$ cat config.mk
export PLATFORM = sky130hd
export DESIGN_NAME = bcd_clock24
export DESIGN_NICKNAME = d
export VERILOG_FILES = /design/src/rtl/bcd_clock24_pkg.sv /design/src/rtl/bcd_stage.sv /design/src/rtl/chime_detect.sv /design/src/rtl/bcd_clock24.sv
export SDC_FILE = /design/constraint.sdc
export NUM_CORES = 1
export LEC_CHECK = 0
export ABC_AREA = 1
export CORE_MARGIN = 5
export CORE_UTILIZATION = 40
export CTS_CLUSTER_DIAMETER = 50
export DETAILED_ROUTE_END_ITERATION = 6
export DONT_BUFFER_PORTS = 1
export PLACE_DENSITY_LB_ADDON = 0.05
export SETUP_SLACK_MARGIN = 0.02
export SLEW_MARGIN = 25
export SYNTH_ARGS = -nofsm -noshare
export SYNTH_HDL_FRONTEND = slang
export SYNTH_SLANG_ARGS = --single-unit
$ cat constraint.sdc
create_clock -name clk -period 2.48 [get_ports clk]
set_input_delay 0.496 -clock clk [delete_from_list [all_inputs] [get_ports clk]]
set_output_delay 0.496 -clock clk [all_outputs]
set_load 0.03 [all_outputs]
$ cat src/rtl/bcd_clock24_pkg.sv
package bcd_clock24_pkg;
  localparam int UNITS_W = 4;
  localparam int TENS_W  = 3;
  localparam int WORD_W  = TENS_W + UNITS_W;

  typedef logic [WORD_W-1:0] bcd_word_t;

  // Packed BCD value formed from a tens digit and a units digit
  function automatic bcd_word_t bcd_pack(input int tens, input int units);
    bcd_word_t w;
    w = {tens[TENS_W-1:0], units[UNITS_W-1:0]};
    return w;
  endfunction
endpackage

$ cat src/rtl/bcd_stage.sv
module bcd_stage
  import bcd_clock24_pkg::*;
#(
  parameter int WRAP_TENS  = 5,
  parameter int WRAP_UNITS = 9
) (
  input  logic      clk,
  input  logic      clr_n,
  input  logic      step,
  output logic      at_wrap,
  output bcd_word_t value
);
  localparam bcd_word_t WRAP_VAL = bcd_pack(WRAP_TENS, WRAP_UNITS);
  localparam bcd_word_t ADJ_STEP = bcd_word_t'(16 - 9);

  logic      units_nine;
  logic      out_of_range;
  bcd_word_t next_val;

  assign at_wrap      = (value == WRAP_VAL);
  assign units_nine   = (value[UNITS_W-1:0] == 4'd9);
  assign out_of_range = (value[UNITS_W-1:0] > 4'd9) || (value > WRAP_VAL);

  always_comb begin
    if (at_wrap || out_of_range) next_val = '0;
    else if (units_nine)         next_val = value + ADJ_STEP;
    else                         next_val = value + bcd_word_t'(1);
  end

  always_ff @(posedge clk) begin
    if (!clr_n)    value <= '0;
    else if (step) value <= next_val;
  end
endmodule

$ cat src/rtl/chime_detect.sv
module chime_detect
  import bcd_clock24_pkg::*;
(
  input  logic      clk,
  input  logic      clr_n,
  input  bcd_word_t min_val,
  input  bcd_word_t sec_val,
  output logic      chime
);
  always_ff @(posedge clk) begin
    if (!clr_n) chime <= 1'b0;
    else        chime <= (min_val == '0) && (sec_val == '0);
  end
endmodule

$ cat src/rtl/bcd_clock24.sv
module bcd_clock24
  import bcd_clock24_pkg::*;
(
  input  logic       clk,
  input  logic       clr_n,
  input  logic       tick_1hz,
  input  logic       set_min_n,
  input  logic       set_hr_n,
  output logic [6:0] sec_bcd,
  output logic [6:0] min_bcd,
  output logic [6:0] hr_bcd,
  output logic       chime
);
  logic      sec_wrap, min_wrap, hr_wrap;
  logic      sec_step, min_step, hr_step;
  bcd_word_t sec_q, min_q, hr_q;

  // Adjust steers the tick straight into a stage and blocks its onward carry
  assign sec_step = tick_1hz;
  assign min_step = tick_1hz && (!set_min_n || sec_wrap);
  assign hr_step  = tick_1hz && (!set_hr_n || (set_min_n && sec_wrap && min_wrap));

  bcd_stage #(.WRAP_TENS(5), .WRAP_UNITS(9)) sec_stage_i (
    .clk(clk), .clr_n(clr_n), .step(sec_step), .at_wrap(sec_wrap), .value(sec_q)
  );

  bcd_stage #(.WRAP_TENS(5), .WRAP_UNITS(9)) min_stage_i (
    .clk(clk), .clr_n(clr_n), .step(min_step), .at_wrap(min_wrap), .value(min_q)
  );

  bcd_stage #(.WRAP_TENS(2), .WRAP_UNITS(3)) hr_stage_i (
    .clk(clk), .clr_n(clr_n), .step(hr_step), .at_wrap(hr_wrap), .value(hr_q)
  );

  chime_detect chime_i (
    .clk(clk), .clr_n(clr_n), .min_val(min_q), .sec_val(sec_q), .chime(chime)
  );

  assign sec_bcd = sec_q;
  assign min_bcd = min_q;
  assign hr_bcd  = hr_q;
endmodule

; ---- Word level (Yosys, flattened, before mapping)
; Index checks and enable logic that the tools add are counted.
[totals]
input_bits = 5
mem_bits_rw = 0
latch_bits = 0
n_memories = 0
word_cells = 45
register_bits = 22
mem_bits_ro = 0
[op_classes]
n_reduce_logical = 17
addsub = 6
shifts = 0
order_cmp = 6
bitwise = 0
div = 0
n_eq_ne = 6
mux = 6
mul = 0
[ops]
columns = operator, n
row1 = 7-bit 2-to-1 mux, 6
row2 = 7-bit by 1-bit adder with 7-bit output (second input constant), 3
row3 = 7-bit by 3-bit adder with 7-bit output (second input constant), 3
row4 = 7-bit equality test (second input constant), 2
row5 = 7-bit > comparator (second input constant), 2
row6 = 7-bit zero test, 2
row7 = 4-bit equality test (second input constant), 3
row8 = 4-bit > comparator (second input constant), 3
row9 = 1-bit logical OR, 8
row10 = 7-bit by 6-bit equality test with 1-bit output (second input constant), 1
row11 = 7-bit by 6-bit > comparator with 1-bit output (second input constant), 1
row12 = 1-bit logical AND, 5
row13 = 1-bit zero test, 2

; ---- Longest topological paths before layout
; Gate-level depths: netlist (run 1).
[logic_depth]
depth_word = 5
depth_mapped = 12
mapped_depth_nobuf = 11

; ---- Hierarchy
; Synthesis (run 1) repeated with hierarchy kept, for this count alone.
[unflattened]
hier_cells = 240
hier_area_um2 = 1574.0
[modules_own_cells]
columns = mod, cells_each, area_each_um2, n_inst
row1 = bcd_stage (min_stage_i ...), 72, 496.7, 2
row2 = bcd_stage (hr_stage_i), 63, 432.9, 1
row3 = chime_detect, 28, 121.4, 1
row4 = bcd_clock24, 5, 26.3, 1

; ---- Worst setup path before layout (run 1)
; OpenSTA, ideal clock, no wires.
[synth_path]
path_type = reg-to-reg
from = reg sec_stage_i.value[3]
to = reg sec_stage_i.value[6]
arrival_time_ns = 1.624
required_time_ns = 2.356
setup_time_ns = 0.124
synth_period_minus_slack_ns = 1.748
slack_ns = 0.732
stages_incl_launch_ff = 13
path_cell_list = dfxtp_1 > buf_6 > nand2_4 > inv_2 > nand2_2 > nand2_1 > ha_1 > nand2_1 > inv_1 > nand4_1 > nor2_1 > xor2_1 > nor2_1
[synth_between]
elab_chain_len = 4
word_cells_on_any_way = 10
classes_between = add/sub: 2 / order compare: 2 / eq/ne: 2 / mux: 2 / reduce/logical: 2
[synth_lines]
columns = element, line_no
row1 = start: declaration, bcd_stage.sv:11  ; output bcd_word_t value
row2 = start signal: assignment, bcd_stage.sv:32  ; else if (step) value <= next_val;
row3 = 7-bit > comparator / 4-bit > comparator (equally long branches), bcd_stage.sv:22  ; assign out_of_range = (value[UNITS_W-1:0] > 4'd9) || (value > WRAP_VAL);
row4 = 1-bit logical OR, bcd_stage.sv:22
row5 = 1-bit logical OR, bcd_stage.sv:25  ; if (at_wrap || out_of_range) next_val = '0;
row6 = 7-bit 2-to-1 mux *, bcd_stage.sv:25
; Mark *: on every way between the ends. The rest lies on a longest branch, timed or not.
; A chain may end at the register's enable or synchronous reset.

; ---- Worst setup path after layout (run 1)
; Ends and elaborated chain as after synthesis.

==> results of run 1 <==
## power by group through the flow
| stage | clock, mW | sequential [mW] | combinational (mW) |
|---|---|---|---|
| after floorplan | 0 | 0.412 | 0.0627 |
| after global placement | 0 | 0.409 | 0.0819 |
| after detailed placement | 0 | 0.409 | 0.0834 |
| after CTS | 0.212 | 0.401 | 0.0840 |
| after global routing | 0.229 | 0.403 | 0.0946 |
| final | 0.201 | 0.401 | 0.0835 |
## through the flow
stage	instances	power, mW	hold slack [ns]	cell area [um^2]
2_1_floorplan	189	0.474	0.574	1290
3_3_place_gp	234	0.491	0.602	1350
3_5_place_dp	234	0.492	0.598	1350
4_1_cts	238	0.697	0.285	1390
5_1_grt	238	0.727	0.283	1390
6_report	238	0.685	0.299	1390
## flip-flops by register name, indices dropped and copies added (netlist names)
signal / cells
hr_stage_i.value: 7
sec_stage_i.value: 7
chime_i.chime: 1
min_stage_i.value: 7
## kinds of logic after synthesis
logic type | synth area share
AO/OA/AOI/OAI | 0.0977
XOR/XNOR | 0.0406
adder cells (fa/ha/maj) | 0.0290
buffers and inverters | 0.0957
flip-flops | 0.340
AND/OR/NAND/NOR | 0.397
## Yosys cell counts (3+ instances only)
library cell and n:
ha_1 3, a21oi_1 7, inv_1 27, nand2_2 4, nand4_1 4, nand2_4 4
xor2_1 4, nor2_2 3, nand3_1 14, o21ai_0 5, nand2_1 44, dfxtp_1 22
nor2_1 27
## cells in the final DEF (no fill, tap or decap), types with 2 or more instances in the layout
cell,instances
a21oi_1,7
buf_4,3
clkbuf_4,3
dfxtp_1,22
ha_1,3
inv_1,27
nand2_1,44
nand2_2,4
nand2_4,4
nand3_1,14
nand4_1,4
nor2_1,27
nor2_2,3
nor4_1,2
o21ai_0,5
o21ai_1,2
xnor2_1,2
xor2_1,4
## path summary, 6_finish.rpt
path	start	endpoint	slack, ns
worst max-delay path	sec_stage_i.value[3]	sec_stage_i.value[6]	0.54
worst min-delay path	clr_n	hr_stage_i.value[2]	0.30
worst max register to register	sec_stage_i.value[3]	sec_stage_i.value[6]	0.54
worst min register to register	hr_stage_i.value[6]	hr_stage_i.value[6]	0.61
## final cells by class
cell class                      count  share of cell area
Multi-Input combinational cell    137               0.525
Sequential cell                    22               0.317
Inverter                           28              0.0757
Tap cell                           44              0.0396
Clock buffer                        4              0.0261
Timing Repair Buffer                3              0.0162
## worst register-to-register path, cell delays in order (launching register included)
cell and delay (ns):
dfxtp_1 0.74, nand2_4 0.09, inv_2 0.06, nand2_2 0.06
nand2_1 0.09, ha_1 0.17, nand2_1 0.07, inv_1 0.08
nand4_1 0.12, nor2_1 0.15, xor2_1 0.15, nor2_1 0.05
## layer usage
metal,vias to the layer above,share of wire,global-route usage,wire length (um)
met1,530,0.44,0.166,1260
li1,610,-,-,-
met2,28,0.48,0.235,1360
met5,-,0,0,0
met4,0,0.0053,0.0481,15
met3,2,0.079,0.0472,226
==> impl_metrics.tcl, run 1 <==
set metrics [dict create \
    max_cap_viol_count 0 \
    htree_num_levels 1 \
    placementRows 20 \
    routed_via_density 4.92 \
    p_clk_frac 0.294 \
    drc 0 \
    grt_use_total 0.140 \
    yosys.area.top_type "dfxtp_1" \
    worstPathCellList "nand2_4 -> inv_2 -> nand2_2 -> nand2_1 -> ha_1 -> nand2_1 -> inv_1 -> nand4_1 -> nor2_1 -> xor2_1 -> nor2_1" \
    grt_first_pass_wirelength_mm 4.88 \
    critPathSlowestCell "dfxtp_1" \
    clock_latency_ns 0.31 \
    path_clk_slew_ns 0.13 \
    comb_power_share 0.122 \
    powerDensity_nw_per_um2 493 \
    die_area_um2 4470 \
    multiInputGateArea_um2 729 \
    crit_required_ns 2.69 \
    synth-seq-cells 22 \
    cp_max_fo 8 \
    grt_max_degree 13 \
    wirelength_mm 2.86 \
    coreArea_um2 3080 \
    intPower_mw 0.486 \
    startpoint_type "flip-flop" \
    crit_type "flip-flop to flip-flop" \
    synth_area_leaders "dfxtp_1 34%, nand2_1 13%, inv_1 7.8%" \
    cts_resized 0 \
    synth_top_cell_area_share 0.340 \
    critical-path-max-stage-delay_ns 0.74 \
    die_width_um 66.9 \
    overflow 0 \
    start_util 0.420 \
    yosys_warnings 0 \
    postCtsSetupBuffers 0 \
    maxSlewHeadroom 0.588 \
    io_pins 27 \
    cp_num_cells 11 \
    die_y_um 66.9 \
    hpwlAfterDp_mm 2.26 \
    cp_top_family "flip-flops" \
    cts.sink_count 22 \
    crit_buf_inv 2 \
    synth.avg_cell_area_um2 6.85 \
    switchingPower_mw 0.200 \
    synth_cell_types 31 \
    tightest_slew_ns 0.618 \
    status "finished clean" \
    synth_edf_count 0 \
    rr_worst_depth 11 \
    pre_cts_slack_ns 0.551 \
    wl_per_cell_um 12.0 \
    grt_pass1_vias 1106 \
    antenna_found_initial 0 \
    seq_power_share 0.584 \
    setup_violations 0 \
    synth.cell_area_um2 1290 \
    numCtsBuffers 3 \
    final_util 0.451 \
    period_share 0.781 \
    synth_cells 189 \
    fill_cells 335 \
    hp-class "primary input to flip-flop" \
    hold-path-cell-count 2 \
    postRouteAntennaNets 0 \
    worst_setup_path_end_kind "flip-flop" \
    routed-via-count 1170 \
    cts_tree "done" \
    synth_nets 197 \
    ys_seq_area_frac 0.340 \
    arrival_ns 2.14 \
    drive_gt1_frac 0.129 \
    report.final.slew_viol_count 0 \
    placement.io_buffers 0 \
    min_period_ns 1.94 \
    yosys_most_used_dff "dfxtp_1" \
    async_flop_share 0 \
    diodes 0 \
    hold_violations 0 \
    gp_congestion 0.830 \
    first_pass_iters 4 \
    fin_worst_skew_ns 0.00381 \
    hold_buffers 0 \
    drt_iter0_markers 53 \
    cts_buffer_depth 2 \
    ff_latch_area_um2 440 \
    switching_share 0.292 \
    root_buffer "clkbuf_4" \
    vdd_ir_drop_max_mv 0.168 \
    fin_tns_setup_ns 0 \
    rsz0062_at_grt "no" \
    area_growth_pct 7.35 \
    leakage_nw 0.637 \
    fmax_mhz 516 \
    layout_setup_ws_ns 0.543 \
    nets 203 \
]
No activity file was read; power rests on OpenSTA's default activity.
==> run 2, diff against run 1 <==
clock period = 1.7 ns   (was 2.48 ns; I/O delays follow)
==> run 2 against run 1 <==
  * Core utilization up 5.5 points
  * Hold slack worse by 0.17 ns
  * Critical path depth unchanged
  * Die area unchanged
  * Critical path type unchanged
==> impl_metrics.tcl, run 2 (same netlist as run 1, synthesis figures left out) <==
set metrics [dict create \
    crit_type "flip-flop to flip-flop" \
    placedCellCount 251 \
    grt_use_total 0.148 \
    drive_gt1_frac 0.226 \
    final_util 0.507 \
    cp_num_cells 11 \
    instances_no_fill 256 \
    comb_power_share 0.146 \
    layout_commonest_cell "nand2_1" \
    drc 0 \
    status "finished clean" \
    diodes 0 \
    critical-path-max-stage-delay_ns 0.43 \
    htree_num_levels 1 \
    seq_power_share 0.493 \
    die_width_um 66.9 \
    top_layer_used "met4" \
    fmax_mhz 639 \
    critPathSlowestCell "dfxtp_4" \
    layout_common_cells "44 x nand2_1, 27 x inv_1, 26 x nor2_1" \
    r2r_end "sec_stage_i.value[6]" \
    worst_setup_path_end_kind "flip-flop" \
    hold_violations 0 \
    crit_path_start "sec_stage_i.value[3]" \
    vdd_ir_drop_max_mv 0.339 \
    intPower_mw 0.832 \
    period_share 0.921 \
    io_pins 27 \
    gp_congestion 0.873 \
    routed_via_density 4.71 \
    start_util 0.420 \
    crit_buf_inv 2 \
    switchingPower_mw 0.310 \
    crit_path_end "sec_stage_i.value[6]" \
    routed-via-count 1207 \
    grt_first_pass_wirelength_mm 5.14 \
    wl_met3_um 200 \
    nets 221 \
    hp-class "primary input to flip-flop" \
    numCtsBuffers 3 \
    path_clk_slew_ns 0.14 \
    switching_share 0.271 \
    fill_cells 340 \
    tightest_slew_ns 0.352 \
    cts_buffer_depth 2 \
    wl_met2_mm 1.36 \
    fin_tns_setup_ns 0 \
    cp_top_family "simple AND/OR/NAND/NOR gates" \
    coreArea_um2 3080 \
    first_pass_iters 4 \
    pre_cts_slack_ns 0.131 \
    p_clk_frac 0.361 \
    rr_worst_depth 11 \
    cts_tree "done" \
    die_y_um 66.9 \
    hold_buffers 0 \
    r2r_setup_slack_ns 0.13 \
    crit_required_ns 1.90 \
    clock_latency_ns 0.32 \
    die_area_um2 4470 \
    fin_area_um2 1560 \
    placementRows 20 \
    wirelength_mm 3.03 \
    startpoint_type "flip-flop" \
    fin_worst_skew_ns 0.0109 \
    maxSlewHeadroom 0.765 \
    drt-met1-wl_mm 1.44 \
    leakage_nw 0.741 \
    placement.io_buffers 0 \
    cts.sink_count 22 \
    report.final.slew_viol_count 0 \
    wl_per_cell_um 11.8 \
    cp_max_fo 8 \
    drt_iter0_markers 64 \
    antenna_found_initial 0 \
    hpwlAfterDp_mm 2.34 \
    root_buffer "clkbuf_4" \
    arrival_ns 1.77 \
    grt_pass1_vias 1126 \
    reg2reg_from "sec_stage_i.value[3]" \
    max_cap_viol_count 0 \
    postRouteAntennaNets 0 \
    overflow 0 \
    placed_cell_area_um2 1480 \
    area_growth_pct 20.5 \
    layout_setup_ws_ns 0.135 \
    min_period_ns 1.57 \
    powerDensity_nw_per_um2 732 \
    setup_violations 0 \
    rsz0062_at_grt "no" \
    grt_max_degree 14 \
    largestRegisters "hr_stage_i.value x7, min_stage_i.value x7, sec_stage_i.value x7" \
    worstPathCellList "nand2_4 -> inv_2 -> nand2_2 -> nand2_1 -> ha_2 -> nand2_1 -> inv_1 -> nand4_1 -> nor2_1 -> xor2_1 -> nor2_1" \
]
run 2: cell count changes in the layout (fill, tap and decap cells not counted), sizes merged:
cell	delta
clkbuf	-1
buf	+18
bufinv	+1
run 2: power by group through the flow:
stage	logic (mW)	registers, mW	clock network, mW
4_1_cts	0.166	0.562	0.425
3_3_place_gp	0.162	0.572	0
3_5_place_dp	0.165	0.573	0
6_report	0.167	0.562	0.412
2_1_floorplan	0.0915	0.601	0
5_1_grt	0.186	0.567	0.454
run 2: worst min-delay path by stage:
stage | cells after the start | start | slack, ns | end
floorplan | 2 | clr_n | 0.46 | hr_stage_i.value[2]
global placement | 2 | clr_n | 0.47 | hr_stage_i.value[2]
detailed placement | 2 | hr_stage_i.value[5] | 0.46 | hr_stage_i.value[5]
CTS | 2 | clr_n | 0.11 | hr_stage_i.value[2]
global route | 2 | clr_n | 0.11 | hr_stage_i.value[2]
finish | 2 | clr_n | 0.13 | hr_stage_i.value[2]
run 2: area by class of cell:
cell class	instances	area, um^2	share of cell area
multi-input cells	137	739	0.474
flip-flops and latches	22	449	0.288
well taps	44	55.1	0.0353
inverters	28	105	0.0674
clock buffers	3	22.5	0.0144
repair buffers	21	158	0.101
clock inverters	1	30.0	0.0193
run 2: routing by layer:
metal  GRT usage  vias to the layer above
li1            -                      648
met1       0.191                      535
met2       0.235                       20
met3      0.0388                        4
met4      0.0506                        0
met5           0                        -
run 2: through the flow:
| stage | hold WS [ns] | power [mW] |
|---|---|---|
| floorplan | 0.460 | 0.692 |
| global placement | 0.465 | 0.734 |
| detailed placement | 0.459 | 0.739 |
| CTS | 0.115 | 1.15 |
| global route | 0.106 | 1.21 |
| finish | 0.126 | 1.14 |
run 2: what timing repair did:
| action | in CTS | in global routing |
|---|---|---|
| gates resized for setup | 0 | 6 |
| endpoints found under the setup margin | 0 | 1 |
| setup buffers | 0 | 1 |
==> run 3, diff against run 2 <==
CORE_UTILIZATION = 55   (was 40)
==> run 3 against run 2 <==
  * Maximum frequency up 1.0%
  * Setup slack better by 0.016 ns
  * Die area down 23%
  * Sequential share of layout area rose by 0.45 points
  * Clock power down 5.3%
  * Hold slack improved by 0.023 ns
  * Sequential power hardly changed
  * Critical path depth stayed put
  * Largest power group unchanged
  * Flip-flop and latch count stayed put
  * Combinational power barely moved
  * Clock skew is 0.0010 ns lower
  * Via count up 0.83%
==> impl_metrics.tcl, run 3 (same netlist as run 1, synthesis figures left out) <==
set metrics [dict create \
    coreArea_um2 2230 \
    met1_usage 0.209 \
    grt_max_degree 14 \
    drive_gt1_frac 0.227 \
    postRouteAntennaNets 0 \
    fill_cells 232 \
    cp_top_family "simple AND/OR/NAND/NOR gates" \
    globalRouteMet3Util 0.0307 \
    crit_type "flip-flop to flip-flop" \
    wirelength_mm 2.76 \
    grt_first_pass_wirelength_mm 4.57 \
    setup_violations 0 \
    maxSlewHeadroom 0.769 \
    switching_share 0.254 \
    die_width_um 58.5 \
    status "finished clean" \
    max_cap_viol_count 0 \
    fin_worst_skew_ns 0.00985 \
    grt_pass1_vias 1099 \
    worstPathCellList "nand2_4 -> inv_2 -> nand2_2 -> nand2_2 -> ha_2 -> nand2_1 -> inv_1 -> nand4_1 -> nor2_1 -> xor2_1 -> nor2_1" \
    worst_setup_path_end_kind "flip-flop" \
    startpoint_type "flip-flop" \
    p_clk_frac 0.349 \
    powerDensity_nw_per_um2 732 \
    critical-path-max-stage-delay_ns 0.41 \
    cts_buffer_depth 2 \
    crit_path_start "sec_stage_i.value[0]" \
    cts.sink_count 22 \
    clock_latency_ns 0.30 \
    overflow 0 \
    tightest_slew_ns 0.347 \
    path_clk_slew_ns 0.12 \
    min_period_ns 1.55 \
    reg2reg_from "sec_stage_i.value[0]" \
    wl_per_cell_um 11.5 \
    largestRegisters "hr_stage_i.value x7, min_stage_i.value x7, sec_stage_i.value x7" \
    postCtsSetupBuffers 0 \
    start_util 0.579 \
    crit_buf_inv 2 \
    gp_congestion 0.883 \
    hp-class "primary input to flip-flop" \
    io_pins 27 \
    crit_required_ns 1.90 \
    p_total_mw 1.12 \
    switchingPower_mw 0.284 \
    grt_use_total 0.167 \
    period_share 0.912 \
    leakage_nw 0.734 \
    seq_power_share 0.501 \
    first_pass_iters 4 \
    placement.io_buffers 0 \
    antenna_found_initial 0 \
    layout_common_cells "43 x nand2_1, 27 x inv_1, 26 x nor2_1" \
    fin_tns_setup_ns 0 \
    drc 0 \
    report.final.slew_viol_count 0 \
    drt_iter0_markers 43 \
    cts_tree "done" \
    nets 220 \
    cp_max_fo 6 \
    use_met2 0.290 \
    placementRows 17 \
    top_usage_layer "met2" \
    vdd_ir_drop_max_mv 0.734 \
    arrival_ns 1.75 \
    die_area_um2 3420 \
    final_util 0.683 \
    routed_via_density 5.09 \
    htree_num_levels 1 \
    comb_power_share 0.150 \
    routed-via-count 1217 \
    root_buffer "clkbuf_4" \
    rsz0062_at_grt "no" \
    hold_violations 0 \
    intPower_mw 0.833 \
    worst_hold_startpoint "clr_n" \
    area_growth_pct 18.0 \
    numCtsBuffers 3 \
    diodes 0 \
    die_y_um 58.5 \
    hold_ws_ns 0.149 \
    fmax_mhz 645 \
    layout_commonest_cell "nand2_1" \
    critPathSlowestCell "dfxtp_4" \
    hpwlAfterDp_mm 2.25 \
]
==> run 3: changes by cell type in the layout (fill, tap and decap cells not counted) <==
cell / before / now
nand2_1: 44 / 43
nor2_2: 3 / 4
buf_4: 21 / 20
nand2_2: 4 / 5
nor2_4: 2 / 1
dfxtp_2: 1 / 2
dfxtp_4: 2 / 1
==> run 3: final cells by class <==
cell class                 instances  area, um^2  area share
timing repair buffer              20         150      0.0984
inverter                          28         105      0.0689
tap                               28        35.0      0.0230
clock inverter                     1        30.0      0.0197
sequential                        22         447       0.293
clock buffer                       3        22.5      0.0148
multi-input combinational        137         737       0.483
==> run 3: path summary, 6_finish.rpt <==
check / slack (ns) / cells past startpoint / end
max reg2reg: 0.15 / 11 / sec_stage_i.value[6]
max: 0.15 / 11 / sec_stage_i.value[6]
min reg2reg: 0.49 / 2 / hr_stage_i.value[5]
min: 0.15 / 2 / hr_stage_i.value[2]
==> run 3: metal layers <==
layer  share of wire  wire [um]
met1            0.44       1200
met2            0.50       1370
met3           0.062        171
met4          0.0065         18
met5               0          0
==> run 3: power groups by stage <==
stage,Clock (mW),Sequential [mW],Combinational (mW)
2_1_floorplan,0,0.601,0.0915
3_3_place_gp,0,0.570,0.161
3_5_place_dp,0,0.571,0.166
4_1_cts,0.401,0.560,0.166
5_1_grt,0.428,0.564,0.187
6_report,0.390,0.560,0.167
==> run 3: through the flow <==
| stage | cell area, um^2 | instances | setup WS, ns |
|---|---|---|---|
| 3_5_place_dp | 1460 | 235 | 0.127 |
| 2_1_floorplan | 1300 | 189 | 0.0795 |
| 5_1_grt | 1530 | 239 | 0.0287 |
| 6_report | 1530 | 239 | 0.150 |
| 4_1_cts | 1520 | 239 | 0.104 |
| 3_3_place_gp | 1460 | 235 | 0.192 |
==> run 3: what timing repair did <==
action / in CTS / in global routing
hold buffers: 0 / 0
endpoints found under the setup margin: 0 / 1
resized for setup: 0 / 5
